$ cat src/rtl/pport_pkg.sv
// Package: shared types and field positions for the parallel port interface.
// Assumes an 8-bit CPU bus and 8-bit ports; port C splits into two halves.
package pport_pkg;
    localparam int PORT_W   = 8;
    localparam int HALF_W   = PORT_W / 2;
    localparam int IDX_W    = $clog2(PORT_W);

    // Control word bit positions (behavioural: the decoder depends on them)
    localparam int CW_KIND   = 7;
    localparam int CW_A_DIR  = 4;
    localparam int CW_CU_DIR = 3;
    localparam int CW_B_DIR  = 1;
    localparam int CW_CL_DIR = 0;
    localparam int CW_VAL    = 0;
    localparam int CW_IDX_LO = 1;

    typedef enum logic [1:0] {
        SEL_A    = 2'd0,
        SEL_B    = 2'd1,
        SEL_C    = 2'd2,
        SEL_CTRL = 2'd3
    } pport_sel_e;

    // Direction flags, 1 = input
    typedef struct packed {
        logic a_in;
        logic cu_in;
        logic b_in;
        logic cl_in;
    } pport_dir_t;
endpackage

$ cat src/rtl/pport_ctrl.sv
// Module: control-word decoder. Holds the direction register and turns a
// control write into either a mode definition (with latch clear) or a
// one-hot port C bit update. Assumes mode fields are written as zero.
module pport_ctrl
    import pport_pkg::*;
(
    input  logic                clk,
    input  logic                rst_n,
    input  logic                ctrl_wr,
    input  logic                cw_kind,
    input  logic                cw_a_dir,
    input  logic                cw_cu_dir,
    input  logic                cw_b_dir,
    input  logic                cw_cl_dir,
    input  logic [IDX_W-1:0]    cw_idx,
    input  logic                cw_val,
    output pport_dir_t          dir_q,
    output logic                mode_clr,
    output logic [PORT_W-1:0]   sr_mask,
    output logic                sr_val
);
    logic sr_en;

    // Split the control write into its two meanings
    always_comb begin
        mode_clr = ctrl_wr && cw_kind;
        sr_en    = ctrl_wr && !cw_kind;
        sr_val   = cw_val;
    end

    // One-hot mask for the selected port C line
    always_comb begin
        sr_mask = '0;
        if (sr_en) sr_mask[cw_idx] = 1'b1;
    end

    // Direction register: all inputs after reset, reloaded on mode definition
    always_ff @(posedge clk) begin
        if (!rst_n) begin
            dir_q <= '{a_in: 1'b1, cu_in: 1'b1, b_in: 1'b1, cl_in: 1'b1};
        end else if (mode_clr) begin
            dir_q <= '{a_in: cw_a_dir, cu_in: cw_cu_dir,
                       b_in: cw_b_dir, cl_in: cw_cl_dir};
        end
    end
endmodule

$ cat src/rtl/pport_lane.sv
// Module: one direction group of W pins. Keeps an output latch updated
// under a bit mask, drives per-pin enables from its direction, and gives
// the read value (latch when output, live pins when input).
module pport_lane #(
    parameter int W = 8
) (
    input  logic         clk,
    input  logic         rst_n,
    input  logic         clr,
    input  logic [W-1:0] wr_mask,
    input  logic [W-1:0] wr_data,
    input  logic         dir_in,
    input  logic [W-1:0] pin_in,
    output logic [W-1:0] pin_out,
    output logic [W-1:0] pin_oe,
    output logic [W-1:0] rd_data
);
    logic [W-1:0] latch_q;

    // Output latch: cleared on reset or mode definition, masked update otherwise
    always_ff @(posedge clk) begin
        if (!rst_n || clr) latch_q <= '0;
        else               latch_q <= (latch_q & ~wr_mask) | (wr_data & wr_mask);
    end

    // Pin drive and read-back selection
    always_comb begin
        pin_out = latch_q;
        pin_oe  = {W{!dir_in}};
        rd_data = dir_in ? pin_in : latch_q;
    end
endmodule

$ cat src/rtl/pport_unit.sv
// Module: top of the parallel port interface. Decodes bus accesses,
// routes writes to the port lanes and the control decoder, and muxes read
// data. Assumes bus strobes synchronous to clk; a write commits on every
// edge where select and write are both high.
module pport_unit
    import pport_pkg::*;
(
    input  logic              clk,
    input  logic              rst_n,
    input  logic              bus_sel,
    input  logic              bus_rd,
    input  logic              bus_wr,
    input  logic [1:0]        bus_addr,
    input  logic [PORT_W-1:0] bus_wdata,
    output logic [PORT_W-1:0] bus_rdata,
    output logic              bus_rdata_oe,
    input  logic [PORT_W-1:0] pa_in,
    output logic [PORT_W-1:0] pa_out,
    output logic [PORT_W-1:0] pa_oe,
    input  logic [PORT_W-1:0] pb_in,
    output logic [PORT_W-1:0] pb_out,
    output logic [PORT_W-1:0] pb_oe,
    input  logic [PORT_W-1:0] pc_in,
    output logic [PORT_W-1:0] pc_out,
    output logic [PORT_W-1:0] pc_oe
);
    localparam int NHALF = PORT_W / HALF_W;

    pport_sel_e        sel;
    logic              wr_a, wr_b, wr_c, wr_ctrl;
    pport_dir_t        dir_q;
    logic              mode_clr;
    logic [PORT_W-1:0] sr_mask;
    logic              sr_val;
    logic [PORT_W-1:0] c_mask, c_data;
    logic [PORT_W-1:0] rd_a, rd_b, rd_c;
    logic [NHALF-1:0]  c_dir;

    // Address decode of committed writes
    always_comb begin
        sel     = pport_sel_e'(bus_addr);
        wr_a    = bus_sel && bus_wr && (sel == SEL_A);
        wr_b    = bus_sel && bus_wr && (sel == SEL_B);
        wr_c    = bus_sel && bus_wr && (sel == SEL_C);
        wr_ctrl = bus_sel && bus_wr && (sel == SEL_CTRL);
    end

    pport_ctrl u_ctrl (
        .clk       (clk),
        .rst_n     (rst_n),
        .ctrl_wr   (wr_ctrl),
        .cw_kind   (bus_wdata[CW_KIND]),
        .cw_a_dir  (bus_wdata[CW_A_DIR]),
        .cw_cu_dir (bus_wdata[CW_CU_DIR]),
        .cw_b_dir  (bus_wdata[CW_B_DIR]),
        .cw_cl_dir (bus_wdata[CW_CL_DIR]),
        .cw_idx    (bus_wdata[CW_IDX_LO +: IDX_W]),
        .cw_val    (bus_wdata[CW_VAL]),
        .dir_q     (dir_q),
        .mode_clr  (mode_clr),
        .sr_mask   (sr_mask),
        .sr_val    (sr_val)
    );

    pport_lane #(.W(PORT_W)) u_lane_a (
        .clk (clk), .rst_n (rst_n), .clr (mode_clr),
        .wr_mask (wr_a ? '1 : '0), .wr_data (bus_wdata),
        .dir_in (dir_q.a_in), .pin_in (pa_in),
        .pin_out (pa_out), .pin_oe (pa_oe), .rd_data (rd_a)
    );

    pport_lane #(.W(PORT_W)) u_lane_b (
        .clk (clk), .rst_n (rst_n), .clr (mode_clr),
        .wr_mask (wr_b ? '1 : '0), .wr_data (bus_wdata),
        .dir_in (dir_q.b_in), .pin_in (pb_in),
        .pin_out (pb_out), .pin_oe (pb_oe), .rd_data (rd_b)
    );

    // Port C update source: full data write or single-bit set/reset
    always_comb begin
        c_mask = wr_c ? '1 : sr_mask;
        c_data = wr_c ? bus_wdata : {PORT_W{sr_val}};
        c_dir  = {dir_q.cu_in, dir_q.cl_in};
    end

    // Port C halves, each with its own direction
    for (genvar h = 0; h < NHALF; h++) begin : g_c_half
        pport_lane #(.W(HALF_W)) u_lane_c (
            .clk     (clk),
            .rst_n   (rst_n),
            .clr     (mode_clr),
            .wr_mask (c_mask[h*HALF_W +: HALF_W]),
            .wr_data (c_data[h*HALF_W +: HALF_W]),
            .dir_in  (c_dir[h]),
            .pin_in  (pc_in[h*HALF_W +: HALF_W]),
            .pin_out (pc_out[h*HALF_W +: HALF_W]),
            .pin_oe  (pc_oe[h*HALF_W +: HALF_W]),
            .rd_data (rd_c[h*HALF_W +: HALF_W])
        );
    end

    // Read data mux, driven only while a read is active
    always_comb begin
        bus_rdata_oe = bus_sel && bus_rd;
        bus_rdata    = '0;
        if (bus_rdata_oe) begin
            unique case (sel)
                SEL_A:    bus_rdata = rd_a;
                SEL_B:    bus_rdata = rd_b;
                SEL_C:    bus_rdata = rd_c;
                SEL_CTRL: bus_rdata = '0;
            endcase
        end
    end
endmodule

$ cat config.mk
export PLATFORM = sky130hd
export DESIGN_NAME = pport_unit
export DESIGN_NICKNAME = d
export VERILOG_FILES = /design/src/rtl/pport_pkg.sv /design/src/rtl/pport_ctrl.sv /design/src/rtl/pport_lane.sv /design/src/rtl/pport_unit.sv
export SDC_FILE = /design/constraint.sdc
export NUM_CORES = 1
export LEC_CHECK = 0
export BUFFER_PORTS_ARGS = -buffer_cell sky130_fd_sc_hd__buf_4
export CORE_MARGIN = 3
export CORE_UTILIZATION = 30
export DETAILED_ROUTE_END_ITERATION = 8
export GPL_TIMING_DRIVEN = 0
export SYNTH_ARGS = -nofsm -noshare
export SYNTH_HDL_FRONTEND = slang
export SYNTH_SLANG_ARGS = --single-unit
$ cat constraint.sdc
create_clock -name clk -period 3.3 [get_ports clk]
set_clock_uncertainty 0.15 [all_clocks]
set_input_delay 0.66 -clock clk [delete_from_list [all_inputs] [get_ports clk]]
set_output_delay 0.66 -clock clk [all_outputs]
set_load 0.01 [all_outputs]
After elaboration in Yosys (flattened, before gate mapping)
Cells that the tools add are included.
- multiplexer cells: 13
- $mul: 0
- $add $sub $neg: 0
- equality and inequality tests: 3
- bitwise gates (word level): 16
- reduce and logical (&&, ||, !) cells: 17
- shifts and indexed selects: 0
- $lt $le $gt $ge: 2
- divide/modulo/power cells: 0
- operators with widths (kind ; number):
    $mux W8 ; 8
    $and A8 B8 Y8 ; 4
    $pmux W8 S4 ; 1
    $and A4 B4 Y4 ; 4
    $not A8 Y8 ; 2
    $or A8 B8 Y8 ; 2
    $logic_and A1 B1 Y1 ; 9
    $mux W4 ; 2
    $not A4 Y4 ; 2
    $or A4 B4 Y4 ; 2
    $logic_not A1 Y1 ; 6
    $eq A2 B2 Y1 const B ; 2
    $lt A3 B4 Y1 const B ; 1
    $demux W1 S3 ; 1
    $ge A3 B1 Y1 const B ; 1
    $eq A2 B1 Y1 const B ; 1
    $logic_not A2 Y1 ; 1
    $logic_or A1 B1 Y1 ; 1
    $mux W1 ; 1
- bits in latches: 0
- input port bits: 39
- output and inout bits: 57
- memories: 0
- register bits after elaboration: 28
- ROM bits: 0
- memory bits (writable): 0
- logic and storage cells: 59

Logic depth before layout (Yosys ltp)
Gate-level depths: netlist of run 1.
- depth after elaboration: 9
- mapped depth: 7
- depth with buffers taken out: 4

By module
A second synthesis of run 1 with hierarchy kept.
- cell total of the unflattened synthesis: 233
- area total of the unflattened synthesis: 2117.0 sq um
- modules (own cells, without submodules) (module ; area each (sq um) ; sequential area each (sq um) ; cells each ; times used):
    pport_lane (u_lane_a ...) ; 469.2 ; 160.2 ; 43 ; 2
    pport_unit ; 498.0 ; 0.0 ; 71 ; 1
    pport_lane (g_c_half[0].u_lane_c ...) ; 212.7 ; 80.1 ; 21 ; 2
    pport_ctrl ; 255.2 ; 80.1 ; 34 ; 1

Worst setup path after synthesis of run 1
No wires, ideal clock.
- path kind: input port to output port
- start: input port bus_addr[0]
- end: output port bus_rdata[6]
- stages on the path: 5
- required time: 2.490 ns
- data arrival time: 1.615 ns
- buffers on the path: 2
- setup slack: 0.875 ns
- cell sequence: buf_2 clkbuf_1 a211oi_1 a211o_1 a21oi_1
- cells in the longest elaborated chain, start to end: 3
- elaborated cells between the ends (all ways): 6
- classes of those cells: eq/ne (3); mux (2); reduce/logical (1)
- RTL lines (item ; RTL line ; RTL):
    start, declared ; pport_unit.sv:13 ; input logic [1:0] bus_addr,
    $eq A2 B2 Y1 (tied with other cells) ; pport_unit.sv:107 ; unique case (sel)
    $pmux W8 S4 (*) ; pport_unit.sv:107 ;
    $mux W8 (*) ; pport_unit.sv:106 ; if (bus_rdata_oe) begin
    end, declared ; pport_unit.sv:15 ; output logic [PORT_W-1:0] bus_rdata,
Every way passes the cells marked *; elsewhere a longest branch is shown, timed or not.

Final worst setup path of run 1
Ends and elaborated chain as after synthesis.

==> results of run 1 <==
## cell usage in the layout (no fill, tap or decap), types with 2 or more instances in the layout
master and instances:
a211o_1 8, a211oi_1 8, a21oi_1 30, buf_2 8, buf_4 111, buf_6 2, clkbuf_1 4, clkbuf_8 3
dfxtp_1 28, inv_1 7, mux2_2 11, mux2i_1 13, nand2_1 56, nand4b_1 3, nor2b_1 9, nor3_1 2
o211ai_1 4, o31a_1 3, or3_1 2
## per-layer routing
metal	share of wire	wire, um	track usage	vias up
met2	0.47	2831	0.2904	87
met4	0.0070	42	0.03022	0
met3	0.076	458	0.02650	5
met5	0	0	0	-
met1	0.44	2665	0.2262	903
li1	-	-	-	987
## power groups by stage
stage | clock network (mW) | registers, mW | logic (mW)
global route | 0.291 | 0.352 | 0.175
finish | 0.276 | 0.351 | 0.160
floorplan | 0 | 0.360 | 0.0776
detailed placement | 0 | 0.359 | 0.161
CTS | 0.282 | 0.351 | 0.161
global placement | 0 | 0.359 | 0.160
## cell usage after synthesis, drive strengths merged, types with 7 or more instances
master / count / area share
mux2i: 13 / 0.070
nand2: 58 / 0.12
a21oi: 30 / 0.081
dfxtp: 28 / 0.30
nor2b: 9 / 0.030
buf: 32 / 0.12
a211o: 8 / 0.038
mux2: 11 / 0.067
inv: 7 / 0.014
a211oi: 8 / 0.032
## critical path, stage by stage
cell	delay, ns
buf_2	0.16
clkbuf_1	0.44
a211oi_1	0.09
a211o_1	0.29
a21oi_1	0.14
buf_4	0.15
## logic make-up (layout without fill, tap and decap cells)
| group | Yosys count | count (layout) | synth area share |
|---|---|---|---|
| multiplexers | 24 | 24 | 0.1367 |
| buffers and inverters | 43 | 137 | 0.1428 |
| AO/OA/AOI/OAI | 56 | 56 | 0.1987 |
| flip-flops | 28 | 28 | 0.3017 |
| AND/OR/NAND/NOR | 83 | 83 | 0.2202 |
## per-stage QoR
step                cell area (sq um)  hold slack (ns)  worst slack (ns)
floorplan                        1858           0.3357            0.8749
global placement                 2628           0.3085            0.5562
detailed placement               2628           0.3104            0.5445
CTS                              2699           0.3249            0.5401
global route                     2699           0.3543            0.4580
finish                           2699           0.3222            0.5718
## cell type report
class / count / area share
plain buffers: 36 / 0.08855
clock buffers: 3 / 0.01530
clock inverters: 1 / 0.01113
inverters: 7 / 0.009736
multi-input cells: 163 / 0.3825
flip-flops and latches: 28 / 0.2077
well taps: 75 / 0.03477
repair buffers: 90 / 0.2503
## worst max path at each step
stage | from | endpoint | cells after the start
floorplan | bus_addr[0] | bus_rdata[6] | 5
global placement | bus_addr[0] | bus_rdata[6] | 6
detailed placement | bus_addr[0] | bus_rdata[6] | 6
CTS | bus_addr[0] | bus_rdata[6] | 6
global route | bus_addr[0] | bus_rdata[6] | 6
finish | bus_addr[0] | bus_rdata[6] | 6
==> run summary, run 1 <==
Non-Filler Instances = 403
Post-synth EDFFs = 0
clk slew on worst S/H paths = 0.10 ns
GRT Overall Usage = 0.1692
Final TNS setup = 0 ns
# resized after CTS = 0
Worst Setup End Kind = output port
Layout Nets = 368
Antenna Cells = 0
Top Ports = 96
Slew Viols, Final = 0
Clock Path Buffers = 2
synth-to-layout area growth = 45.25%
Switch Pwr = 198.9 uW
min cycle time layout = 2.728 ns
CP Data Required Time = 2.49 ns
critical path class = in2out
routed length per instance = 14.88 um
CP Max Fanout = 10
CTS Root Cell = clkbuf_8
total grt overflow = 0
startpoint types = input port
Sink Count = 28
CTS buffer count = 3
Max-Slew Margin vs Limit = 0.6300
Synth Flop Type = dfxtp_1
Placer Congestion = 0.8151
RSZ-0062 raised after global routing = false
reg2reg start = u_ctrl.dir_q[3]
Fillers = 624
DRT antenna net count = 0
crit share post-route = 0.8267
Die ar. = 7174 sq um
Final setup viols = 0
Cell Count Post-Placement = 399
cells on worst reg2reg path = 3
Worst Max-Slew Pin Slew = 0.5520 ns
vias in the first global route = 1,858
Cells on Worst Hold Path = 2
1st-iter DRT viols = 84
num rows = 28
register area = 560.5 sq um
Reg-to-Reg End = u_ctrl.dir_q[3]
largest net degree at the start of global routing = 17
Reg2Reg Setup Slack = 2.09 ns
Int Power = 587.6 uW
H-tree levels = 1
Port Buf Inserts = 90
CTS tree = built
Comb pwr share = 0.203
outcome = completed
Async SR Flop Fraction = 0
post-CTS setup repair buffer count = 0
die height = 84.70 um
later-pin clock latency in the skew report = 0.28 ns
maxcap violations = 0
max frequency = 366.5 MHz
drt first pass iters = 4
sequential element share of the synthesized area = 0.3017
Final HPWL DP = 4686 um
Pwr Total = 786.5 uW
Initial Util = 0.3120
worst hold-check path type = reg2reg
Via Count = 1,982
power density over the cells = 291.4 nW/um^2
initial antenna violation count = 0
net count after synthesis = 273
Final Hold Viols = 0
first-pass GRT wire length = 9742 um
DRT Wirelength = 5997 um
hold buffer count at cts = 0
Remaining DRCs = 0
core area = 5956 sq um
Clk pwr share = 0.351
synth warn = 0
Cell variety after synth = 33
Avg Vias per Cell = 4.918
post-synthesis cell area = 1858 sq um
Gate Count Post-Synth = 234
area of the multi-input gates = 1032 sq um
sequential power share = 0.446
FF+latch count, synth = 28
LEAKAGE = 1.304 nW
Synth Area per Inst = 7.940 sq um
IR drop worst, VDD = 0.0001594 V
worst endpoint data arrival time = 1.92 ns
sw frac = 0.2529
utilization after layout = 0.4532
layout cells sized above 1 = 0.4329
Die Width = 84.70 um
(Power assumes the default switching activity.)
==> run 2, diff against run 1 <==
==> constraint.sdc (replaced) <==
create_clock -name clk -period 2.6 [get_ports clk]
set_clock_uncertainty 0.15 [all_clocks]
set_input_delay 0.52 -clock clk [delete_from_list [all_inputs] [get_ports clk]]
set_output_delay 0.52 -clock clk [all_outputs]
set_load 0.01 [all_outputs]
==> run 2 against run 1 <==
Against the previous run: register-to-register slack got worse by 0.58 ns; combinational power up 26%; largest cell class unchanged; clock power increased by 27%; wire length rose by 0.22%; highest routed layer unchanged; worst hold slack lost 0.0093 ns; sequential share of layout area hardly changed; final cell count stayed put; global-route usage unchanged; critical path depth stayed put; utilization is essentially flat.
==> run summary, run 2 (synthesis results as in run 1) <==
reg2reg start = u_ctrl.dir_q[3]
Layout Nets = 368
Reg-to-Reg End = u_ctrl.dir_q[3]
hold path startpoint = rst_n
worst endpoint data arrival time = 1.78 ns
register area = 561.8 sq um
Initial Util = 0.3120
drt first pass iters = 5
IR drop worst, VDD = 0.0002023 V
worst hold-check path type = in2reg
H-tree levels = 1
Reg2Reg Setup Slack = 1.51 ns
core area = 5956 sq um
CTS tree = built
sequential power share = 0.446
cells on worst reg2reg path = 3
power density over the cells = 369.7 nW/um^2
routed length per instance = 14.91 um
area of the multi-input gates = 1032 sq um
crit-path leading delay family = buffers and inverters
Final TNS setup = 0 ns
Pwr Total = 998.2 uW
RSZ-0062 raised after global routing = false
Sink Count = 28
CP max stage delay = 0.44 ns
Worst Max-Slew Pin Slew = 0.5505 ns
Cell Chain, Critical Path = buf_2, clkbuf_1, a211oi_1, a211o_1, a21oi_1, buf_4
Remaining DRCs = 0
CP Max Fanout = 10
maxcap violations = 0
sw frac = 0.2528
vias in the first global route = 1,858
Slew Viols, Final = 0
hold path endpoint = u_ctrl.dir_q[3]
Final HPWL DP = 4686 um
Port Buf Inserts = 90
total grt overflow = 0
worst slack, placed = 0.1245 ns
Placer Congestion = 0.8151
Final WS setup = 0.1521 ns
synth-to-layout area growth = 45.32%
Final Hold Viols = 0
CP Data Required Time = 1.93 ns
Cells on Worst Hold Path = 2
1st-iter DRT viols = 71
layout cells sized above 1 = 0.4360
CTS Root Cell = clkbuf_8
most frequent cells in the layout = 111 x buf_4, 56 x nand2_1, 30 x a21oi_1, 27 x dfxtp_1, 13 x mux2i_1
Bufs and invs on worst path = 3
outcome = completed
startpoint types = input port
Switch Pwr = 252.3 uW
largest net degree at the start of global routing = 17
Avg Vias per Cell = 4.921
Fillers = 623
Max-Slew Margin vs Limit = 0.6310
Final setup viols = 0
first-pass GRT wire length = 9742 um
CTS buffer count = 3
Clk pwr share = 0.351
later-pin clock latency in the skew report = 0.28 ns
max frequency = 408.5 MHz
Top Ports = 96
Die Width = 84.70 um
Die ar. = 7174 sq um
Comb pwr share = 0.203
DRT antenna net count = 0
critical path class = in2out
Slowest-stage cell, CP = clkbuf_1
Worst Setup End Kind = output port
post-CTS setup repair buffer count = 0
Antenna Cells = 0
min cycle time layout = 2.448 ns
die height = 84.70 um
GRT Overall Usage = 0.1692
crit share post-route = 0.9415
DRT Wirelength = 6010 um
Int Power = 745.9 uW
LEAKAGE = 1.303 nW
Via Count = 1,983
commonest non-fill, non-tap cell in the layout = buf_4
initial antenna violation count = 0
clk slew on worst S/H paths = 0.10 ns
Clock Path Buffers = 2
num rows = 28
run 2: area by class of cell:
class | count | share of cell area
inverters | 7 | 0.009731
multi-input cells | 163 | 0.3823
clock inverters | 1 | 0.01112
repair buffers | 90 | 0.2502
flip-flops and latches | 28 | 0.2081
clock buffers | 3 | 0.01529
plain buffers | 36 | 0.08851
well taps | 75 | 0.03475
run 2: worst max path at each step:
stage,startpoint,end,slack [ns],cells after the start
detailed placement,bus_addr[0],bus_rdata[6],0.12,6
CTS,u_ctrl.dir_q[3],bus_rdata[7],0.06,5
global placement,bus_addr[0],bus_rdata[6],0.14,6
global route,bus_addr[0],bus_rdata[6],0.04,6
floorplan,bus_addr[0],bus_rdata[6],0.45,5
finish,bus_addr[0],bus_rdata[6],0.15,6
run 2: stage by stage:
step	area, sq um	cells	util	hold WS [ns]
global route	2700	403	0.4534	0.3177
detailed placement	2628	399	0.4412	0.3104
CTS	2699	403	0.4532	0.3099
global placement	2628	399	0.4412	0.3085
floorplan	1858	234	-	0.3357
finish	2700	403	0.4534	0.3129
run 2: worst reg2reg max path, stage by stage (launching register included):
cell	delay, ns
dfxtp_2	0.44
buf_2	0.27
mux2i_1	0.11
nand2_1	0.07
run 2: repair_timing:
| action | 4_1_cts | 5_1_grt |
|---|---|---|
| hold buffers | 0 | 0 |
| endpoints found under the setup margin | 0 | 6 |
| gates resized for setup | 0 | 1 |
run 2: power groups by stage:
stage	clock (mW)	combinational [mW]	sequential (mW)
detailed placement	0	0.204	0.455
CTS	0.357	0.205	0.445
global route	0.370	0.222	0.447
finish	0.351	0.202	0.445
floorplan	0	0.0985	0.457
global placement	0	0.203	0.455
run 2: routing by layer:
layer / track usage / wire (um) / vias to the layer above / part of all wire
li1: - / - / 986 / -
met1: 0.2262 / 2676 / 905 / 0.45
met2: 0.2904 / 2833 / 87 / 0.47
met3: 0.02650 / 458 / 5 / 0.076
met4: 0.03022 / 42 / 0 / 0.0070
met5: 0 / 0 / - / 0
